--- config.mk ---
export PLATFORM = sky130hd
export DESIGN_NAME = lin_hdr_tx
export DESIGN_NICKNAME = d
export VERILOG_FILES = /design/src/rtl/lin_hdr_pkg.sv /design/src/rtl/lin_id_parity.sv /design/src/rtl/lin_hdr_seq.sv /design/src/rtl/lin_hdr_bitgen.sv /design/src/rtl/lin_hdr_tx.sv
export SDC_FILE = /design/constraint.sdc
export NUM_CORES = 1
export LEC_CHECK = 0
export CORE_UTILIZATION = 35
export CTS_CLUSTER_DIAMETER = 40
export DETAILED_ROUTE_END_ITERATION = 6
export SLEW_MARGIN = 0
export SYNTH_ARGS = -nofsm -noshare
export SYNTH_HDL_FRONTEND = slang
export SYNTH_HIERARCHICAL = 1
export SYNTH_SLANG_ARGS = --single-unit
--- constraint.sdc ---
create_clock -name clk -period 0.8 [get_ports clk]
set_input_delay 0.16 -clock clk [delete_from_list [all_inputs] [get_ports clk]]
set_output_delay 0.16 -clock clk [all_outputs]
set_load 0.02 [all_outputs]
--- src/rtl/lin_hdr_pkg.sv ---
package lin_hdr_pkg;

  typedef enum logic [1:0] {
    ST_IDLE = 2'd0,
    ST_ARM  = 2'd1,
    ST_SEND = 2'd2
  } hdr_state_e;

  localparam int unsigned LIN_ID_W = 8;

  // Protected identifier: low six bits kept, two check bits on top.
  function automatic logic [LIN_ID_W-1:0] lin_protect(input logic [LIN_ID_W-1:0] raw);
    logic p_lo;
    logic p_hi;
    p_lo = raw[0] ^ raw[1] ^ raw[2] ^ raw[4];
    p_hi = ~(raw[1] ^ raw[3] ^ raw[4] ^ raw[5]);
    return {p_hi, p_lo, raw[5:0]};
  endfunction

endpackage

--- src/rtl/lin_id_parity.sv ---
module lin_id_parity
  import lin_hdr_pkg::*;
(
  input  logic [LIN_ID_W-1:0] raw_id,
  input  logic                auto_en,
  output logic [LIN_ID_W-1:0] line_id
);

  logic [LIN_ID_W-1:0] protected_id;

  always_comb begin
    protected_id = lin_protect(raw_id);
    line_id      = auto_en ? protected_id : raw_id;
  end

  // bits 5:0 always pass through unchanged
  always_comb begin
    assert_low_bits_kept_R8: assert (line_id[5:0] == raw_id[5:0]);
  end

endmodule

--- src/rtl/lin_hdr_seq.sv ---
module lin_hdr_seq
  import lin_hdr_pkg::*;
#(
  parameter int unsigned TOTAL_BITS = 34,
  parameter int unsigned ID_START   = 24,
  parameter int unsigned CNT_W      = 6
) (
  input  logic             clk,
  input  logic             rst_n,
  input  logic             baud_tick,
  input  logic             id_wr,
  output logic             accept,
  output logic             shift_en,
  output logic             go_idle,
  output logic [CNT_W-1:0] nxt_idx,
  output logic             busy,
  output logic             tx_ready
);

  localparam logic [CNT_W-1:0] LAST_IDX  = CNT_W'(TOTAL_BITS - 1);
  localparam logic [CNT_W-1:0] READY_IDX = CNT_W'(ID_START);

  hdr_state_e       st_q, st_d;
  logic [CNT_W-1:0] cnt_q, cnt_d;
  logic             rdy_q, rdy_d;

  always_comb begin
    st_d     = st_q;
    cnt_d    = cnt_q;
    rdy_d    = rdy_q;
    accept   = 1'b0;
    shift_en = 1'b0;
    go_idle  = 1'b0;
    nxt_idx  = '0;
    unique case (st_q)
      ST_IDLE: begin
        if (id_wr) begin
          accept = 1'b1;
          st_d   = ST_ARM;
          rdy_d  = 1'b0;
        end
      end
      ST_ARM: begin
        if (baud_tick) begin
          st_d     = ST_SEND;
          cnt_d    = '0;
          shift_en = 1'b1;
          nxt_idx  = '0;
        end
      end
      ST_SEND: begin
        if (baud_tick) begin
          shift_en = 1'b1;
          if (cnt_q == LAST_IDX) begin
            st_d    = ST_IDLE;
            go_idle = 1'b1;
          end else begin
            cnt_d   = cnt_q + 1'b1;
            nxt_idx = cnt_q + 1'b1;
            if (cnt_q + 1'b1 == READY_IDX) begin
              rdy_d = 1'b1;
            end
          end
        end
      end
      default: st_d = ST_IDLE;
    endcase
  end

  always_ff @(posedge clk or negedge rst_n) begin
    if (!rst_n) begin
      st_q  <= ST_IDLE;
      cnt_q <= '0;
      rdy_q <= 1'b1;
    end else begin
      st_q  <= st_d;
      cnt_q <= cnt_d;
      rdy_q <= rdy_d;
    end
  end

  assign busy     = (st_q != ST_IDLE);
  assign tx_ready = rdy_q;

  assert_cnt_range_R10: assert property (@(posedge clk) disable iff (!rst_n)
    (st_q == ST_SEND) |-> (cnt_q <= LAST_IDX));

  assert_no_rearm_R9: assert property (@(posedge clk) disable iff (!rst_n)
    (st_q == ST_SEND && id_wr) |=> (st_q != ST_ARM));

  assert_arm_needs_tick_R5: assert property (@(posedge clk) disable iff (!rst_n)
    (st_q == ST_ARM && !baud_tick) |=> (st_q == ST_ARM));

endmodule

--- src/rtl/lin_hdr_bitgen.sv ---
module lin_hdr_bitgen #(
  parameter int unsigned         BREAK_BITS = 13,
  parameter logic [7:0]          SYNC_CHAR  = 8'h55,
  parameter int unsigned         CHAR_BITS  = 10,
  parameter int unsigned         CNT_W      = 6
) (
  input  logic             clk,
  input  logic             rst_n,
  input  logic             shift_en,
  input  logic             go_idle,
  input  logic [CNT_W-1:0] idx,
  input  logic [7:0]       id_byte,
  output logic             txd
);

  localparam int unsigned HDR_BITS = BREAK_BITS + 1 + 2 * CHAR_BITS;
  localparam int unsigned VEC_LEN  = 1 << CNT_W;

  logic [VEC_LEN-1:0] hdr_vec;
  logic               txd_q, txd_d;

  // Whole header as a flat vector, one entry per bit time.
  for (genvar g = 0; g < VEC_LEN; g++) begin : g_bit
    if (g < BREAK_BITS) begin : g_brk
      assign hdr_vec[g] = 1'b0;
    end else if (g == BREAK_BITS) begin : g_dlm
      assign hdr_vec[g] = 1'b1;
    end else if (g >= HDR_BITS) begin : g_pad
      assign hdr_vec[g] = 1'b1;
    end else begin : g_chr
      localparam int unsigned POS   = g - BREAK_BITS - 1;
      localparam int unsigned FIELD = POS / CHAR_BITS;
      localparam int unsigned SLOT  = POS % CHAR_BITS;
      if (SLOT == 0) begin : g_start
        assign hdr_vec[g] = 1'b0;
      end else if (SLOT == CHAR_BITS - 1) begin : g_stop
        assign hdr_vec[g] = 1'b1;
      end else if (FIELD == 0) begin : g_sync
        assign hdr_vec[g] = SYNC_CHAR[SLOT-1];
      end else begin : g_id
        assign hdr_vec[g] = id_byte[SLOT-1];
      end
    end
  end

  always_comb begin
    txd_d = txd_q;
    if (shift_en) begin
      txd_d = go_idle ? 1'b1 : hdr_vec[idx];
    end
  end

  always_ff @(posedge clk or negedge rst_n) begin
    if (!rst_n) begin
      txd_q <= 1'b1;
    end else begin
      txd_q <= txd_d;
    end
  end

  assign txd = txd_q;

  assert_hold_between_ticks_R10: assert property (@(posedge clk) disable iff (!rst_n)
    !shift_en |=> $stable(txd_q));

  assert_first_bit_dominant_R2: assert property (@(posedge clk) disable iff (!rst_n)
    (shift_en && !go_idle && idx == '0) |=> !txd_q);

endmodule

--- src/rtl/lin_hdr_tx.sv ---
module lin_hdr_tx
  import lin_hdr_pkg::*;
#(
  parameter int unsigned BREAK_BITS = 13,
  parameter logic [7:0]  SYNC_CHAR  = 8'h55
) (
  input  logic       clk,
  input  logic       rst_n,
  input  logic       baud_tick,
  input  logic       id_wr,
  input  logic [7:0] id_data,
  input  logic       cfg_auto_parity,
  input  logic       cfg_irq_en,
  output logic       txd,
  output logic       tx_ready,
  output logic       irq
);

  localparam int unsigned CHAR_BITS = LIN_ID_W + 2;
  localparam int unsigned HDR_BITS  = BREAK_BITS + 1 + 2 * CHAR_BITS;
  localparam int unsigned ID_START  = BREAK_BITS + 1 + CHAR_BITS;
  localparam int unsigned CNT_W     = $clog2(HDR_BITS);

  logic [1:0]          rst_sync_q;
  logic                rst_n_int;
  logic                accept, shift_en, go_idle, busy;
  logic [CNT_W-1:0]    nxt_idx;
  logic [LIN_ID_W-1:0] line_id;
  logic [LIN_ID_W-1:0] id_q, id_d;

  // Reset asserts at once and releases on a clock edge.
  always_ff @(posedge clk or negedge rst_n) begin
    if (!rst_n) begin
      rst_sync_q <= 2'b00;
    end else begin
      rst_sync_q <= {rst_sync_q[0], 1'b1};
    end
  end
  assign rst_n_int = rst_sync_q[1];

  lin_id_parity u_parity (
    .raw_id  (id_data),
    .auto_en (cfg_auto_parity),
    .line_id (line_id)
  );

  always_comb begin
    id_d = id_q;
    if (accept) begin
      id_d = line_id;
    end
  end

  always_ff @(posedge clk or negedge rst_n_int) begin
    if (!rst_n_int) begin
      id_q <= '0;
    end else begin
      id_q <= id_d;
    end
  end

  lin_hdr_seq #(
    .TOTAL_BITS (HDR_BITS),
    .ID_START   (ID_START),
    .CNT_W      (CNT_W)
  ) u_seq (
    .clk       (clk),
    .rst_n     (rst_n_int),
    .baud_tick (baud_tick),
    .id_wr     (id_wr),
    .accept    (accept),
    .shift_en  (shift_en),
    .go_idle   (go_idle),
    .nxt_idx   (nxt_idx),
    .busy      (busy),
    .tx_ready  (tx_ready)
  );

  lin_hdr_bitgen #(
    .BREAK_BITS (BREAK_BITS),
    .SYNC_CHAR  (SYNC_CHAR),
    .CHAR_BITS  (CHAR_BITS),
    .CNT_W      (CNT_W)
  ) u_bitgen (
    .clk      (clk),
    .rst_n    (rst_n_int),
    .shift_en (shift_en),
    .go_idle  (go_idle),
    .idx      (nxt_idx),
    .id_byte  (id_q),
    .txd      (txd)
  );

  assign irq = tx_ready & cfg_irq_en;

  assert_idle_line_R1: assert property (@(posedge clk) disable iff (!rst_n_int)
    !busy |-> (txd && tx_ready));

  assert_ready_clear_R5: assert property (@(posedge clk) disable iff (!rst_n_int)
    (!busy && id_wr) |=> !tx_ready);

  assert_write_ignored_R9: assert property (@(posedge clk) disable iff (!rst_n_int)
    (busy && id_wr) |=> $stable(id_q));

  assert_irq_gated_R7: assert property (@(posedge clk) disable iff (!rst_n_int)
    !cfg_irq_en |-> !irq);

endmodule

==> flow_summary_export.csv <==
group,metric,value,unit
floorplan,start_util,37.3,%
global_route,first_global_vias,1199,
global_route,first_pass_grt_wire_length,5660,µm
sta,hold_violations,0,
synthesis,synth_top_family_by_area,"simple AND/OR/NAND/NOR gates",
synthesis,gate_count_after_technology_mapping,132,
final_layout,drive_gt1_share,52.6,%
floorplan,die_w,65.2,µm
clock_tree,insertion_delay,0.27,ns
run_status,outcome,"finished with violations",
route,num_vias,1205,
run_status,failed_checks,"setup timing",
pwr,power_density,2870,nW/µm²
clock_tree,cts_tree,"yes",
sta,grt_setup_unrepaired,"true",
worst_setup_path,worstPathArrival,2.12,ns
synthesis,ys_types,37,
floorplan,die_area,4250,µm²
synthesis,synth_compound_area_share,12.8,%
global_route,met3_usage,2.08,%
clock_tree,number_of_clock_sinks,20,
worst_setup_path,element_type_at_the_critical_path_start,"flip-flop",
worst_setup_path,crit_path_max_fanout,5,
synthesis,seq_area_frac_synth,36.0,%
route,remaining_drc_errors,0,
sta,finalCriticalPeriod,1.92,ns
worst_setup_path,cp_data_required_time,1.00,ns
synthesis,ys_warn_count,6,
floorplan,rows,22,
global_route,met2_track_usage_gr,32.0,%
sta,fin_hold_ws,0.0432,ns
clock_tree,worst_setup_hold_path_clk_slew,0.08,ns
final_layout,layout_commonest_cell,"buf_4",
worst_setup_path,cp-end-kind,"flip-flop",
final_layout,area_growth_syn_to_layout,58.2,%
final_layout,fin_nets,219,
pwr,power.share.combinational,56.7,%
placed_design,place.gp.congestion,0.848,
pwr,swShare,33.9,%
pwr,p_sw,0.00215,W
sta,finalClockSkew,0.00334,ns
pwr,intPower,0.00420,W
global_route,gr-usage-met1,21.1,%
pwr,static_leakage,0.943,nW
job,max_cap_viol_count,0,
synthesis,synth-adder-area-share,7.17,%
route,drt_iter0_markers,24,
synthesis,post_synth_mux_area_share,14.7,%
final_layout,inserted_diodes,0,
final_layout,num-fill-cells,322,
final_layout,layout_common_cells,"buf_4, dfrtp_1, clkdlybuf4s50_1, mux2_4",
placed_design,place.detailed.hpwl,2570,µm
global_route,grt_util_all_layers,17.6,%
synthesis,synth.cell_area,1400,µm²
sta,fin_crit_sh,240,%
clock_tree,max-clock-path-buffers,2,
min_path,type_of_the_worst_min_delay_path,"in2async",
synthesis,ys_seq_elements,20,
floorplan,ios,17,
global_route,grt.overflow.total,0,
clock_tree,root_buffer,"clkbuf_8",
pwr,ir_drop,0.00171,V
synthesis,synthArstFlopShare,100,%
pwr,sequential_power_share,26.7,%
clock_tree,cts_hold_buf,0,
sta,fin_setup_tns,-13.48,ns
sta,final-max-slew-violation-count,0,
synthesis,dominantRegCellSynth,"dfrtp_1",
sta,timing.fmax,0.521,GHz
synthesis,synth_fp_nets,154,
route,postRouteWirelength,3520,µm
floorplan,die_extent_in_y,65.2,µm
synthesis,syn-mean-instance-area,10.6,µm²
clock_tree,ctsHtreeMaxLevel,1,
global_route,busiest_layer_in_global_routing,"met2",
route,ant_nets,0,
placed_design,port_buffers,16,
global_route,grt_start_max_net_pins,13,
route,first_pass_iters,4,
sta,postLayoutSetupSlackWorst,-1.12,ns
global_route,antenna_found_initial,0,
route,route.detailed.wl_per_inst,14.4,µm
synthesis,post_synth_and_or_nand_nor_area_fraction,15.7,%
route,routed_via_density,4.94,
synthesis,synth_enable_flop_cells,0,
sta,finalSetupViolCount,21,
pwr,p_clk_share,16.6,%
floorplan,coreArea,3740,µm²
worst_setup_path,r2r_start,"u_seq/cnt_q[1]$_DFFE_PN0P_",
final_layout,finalCoreUtilization,59.0,%
clock_tree,num_cts_buffers,3,
worst_setup_path,worst-setup-path-type,"reg2reg",
synthesis,post_synth_xor_area_fraction,6.18,%
worst_setup_path,crit_path_start,"u_seq/cnt_q[1]$_DFFE_PN0P_",
layer usage:
layer | wire, µm | vias to the layer above
met3 | 118 | 9
li1 | - | 582
met2 | 1840 | 33
met1 | 1490 | 581
met4 | 70 | 0
met5 | 0 | -
Yosys cell counts (3+ instances only):
cell      number  share of area, %
dfrtp_1       18                32
buf_4          6               3.2
mux2_4        11                12
a22o_1         3               1.9
nand3_1        4               1.4
nand2_1        6               1.6
ha_1           8               7.2
xor2_1         3               1.9
nand2b_1       4               1.8
and2_1         3               1.3
nor2_1        10               2.7
xnor2_1        5               3.1
mux2i_1        4               2.9
inv_1          6               1.6
o21ai_0        7               2.5
a21oi_1        6               2.2
nor4b_1        3               1.9
worst paths after layout:
check | to | slack, ns | depth (start not counted)
setup / recovery | u_bitgen/txd$_DFFE_PN1P_ | -1.12 | 10
min in group clk | rst_sync_q[1]$_DFF_PN0_ | 0.36 | 0
setup reg to reg | u_bitgen/txd$_DFFE_PN1P_ | -1.12 | 10
hold / removal | rst_sync_q[1]$_DFF_PN0_ | 0.04 | 1
max in group asynchronous | u_bitgen/txd$_DFFE_PN1P_ | 0.41 | 1
hold reg to reg | u_seq/cnt_q[2]$_DFFE_PN0P_ | 0.17 | 1
kinds of logic after synthesis:
group / Yosys count
AO/OA/AOI/OAI: 26
XOR/XNOR: 9
adder cells (fa/ha/maj): 8
buffers and inverters: 16
flip-flops: 20
multiplexers: 15
other: 1
AND/OR/NAND/NOR: 37
flip-flops by register name, summed over array words and instances, names as in the netlist:
signal,flops
u_bitgen/txd,1
id_q,8
u_seq/tx_ready,1
u_seq/st_q,2
u_seq/cnt_q,6
rst_sync_q,2
power groups by stage:
stage               Clock, W  Combinational [W]  Sequential (W)
detailed placement         0            0.00321         0.00170
CTS                  0.00108            0.00344         0.00169
floorplan                  0            0.00200         0.00174
global placement           0            0.00312         0.00169
finish               0.00106            0.00360         0.00169
global route         0.00111            0.00387         0.00173
cell type report:
class / count / area [µm²] / area share (%)
flip-flops and latches: 20 / 504 / 22.8
repair buffers: 69 / 583 / 26.4
multi-input cells: 97 / 963 / 43.6
inverters: 6 / 27.5 / 1.25
well taps: 48 / 60.1 / 2.72
clock buffers: 3 / 41.3 / 1.87
clock inverters: 1 / 30.0 / 1.36
critical path: stages (launching register included):
cell,delay [ns]
dfrtp_1,0.40
inv_2,0.07
ha_4,0.13
nand4bb_4,0.11
or2_4,0.28
nand3_4,0.12
a21oi_4,0.05
mux2i_1,0.13
a2111oi_2,0.32
o21ai_1,0.11
a21oi_1,0.14
through the flow:
step                      power [W]  setup slack [ns]  area [µm²]  cells
after floorplan             0.00374             -1.07        1520    132
after global placement      0.00480             -1.06        1980    230
after detailed placement    0.00491             -1.10        1980    230
after CTS                   0.00620             -1.11        2130    238
after global routing        0.00671             -1.25        2210    244
final                       0.00635             -1.12        2210    244
timing repair:
action / 4_1_cts / 5_1_grt
setup buffers: 3 / 8
gates resized for setup: 27 / 11
cloned: 1 / 0
pin swaps: 4 / 8
setup endpoints to repair: 21 / 21
(Power assumes the default switching activity.)
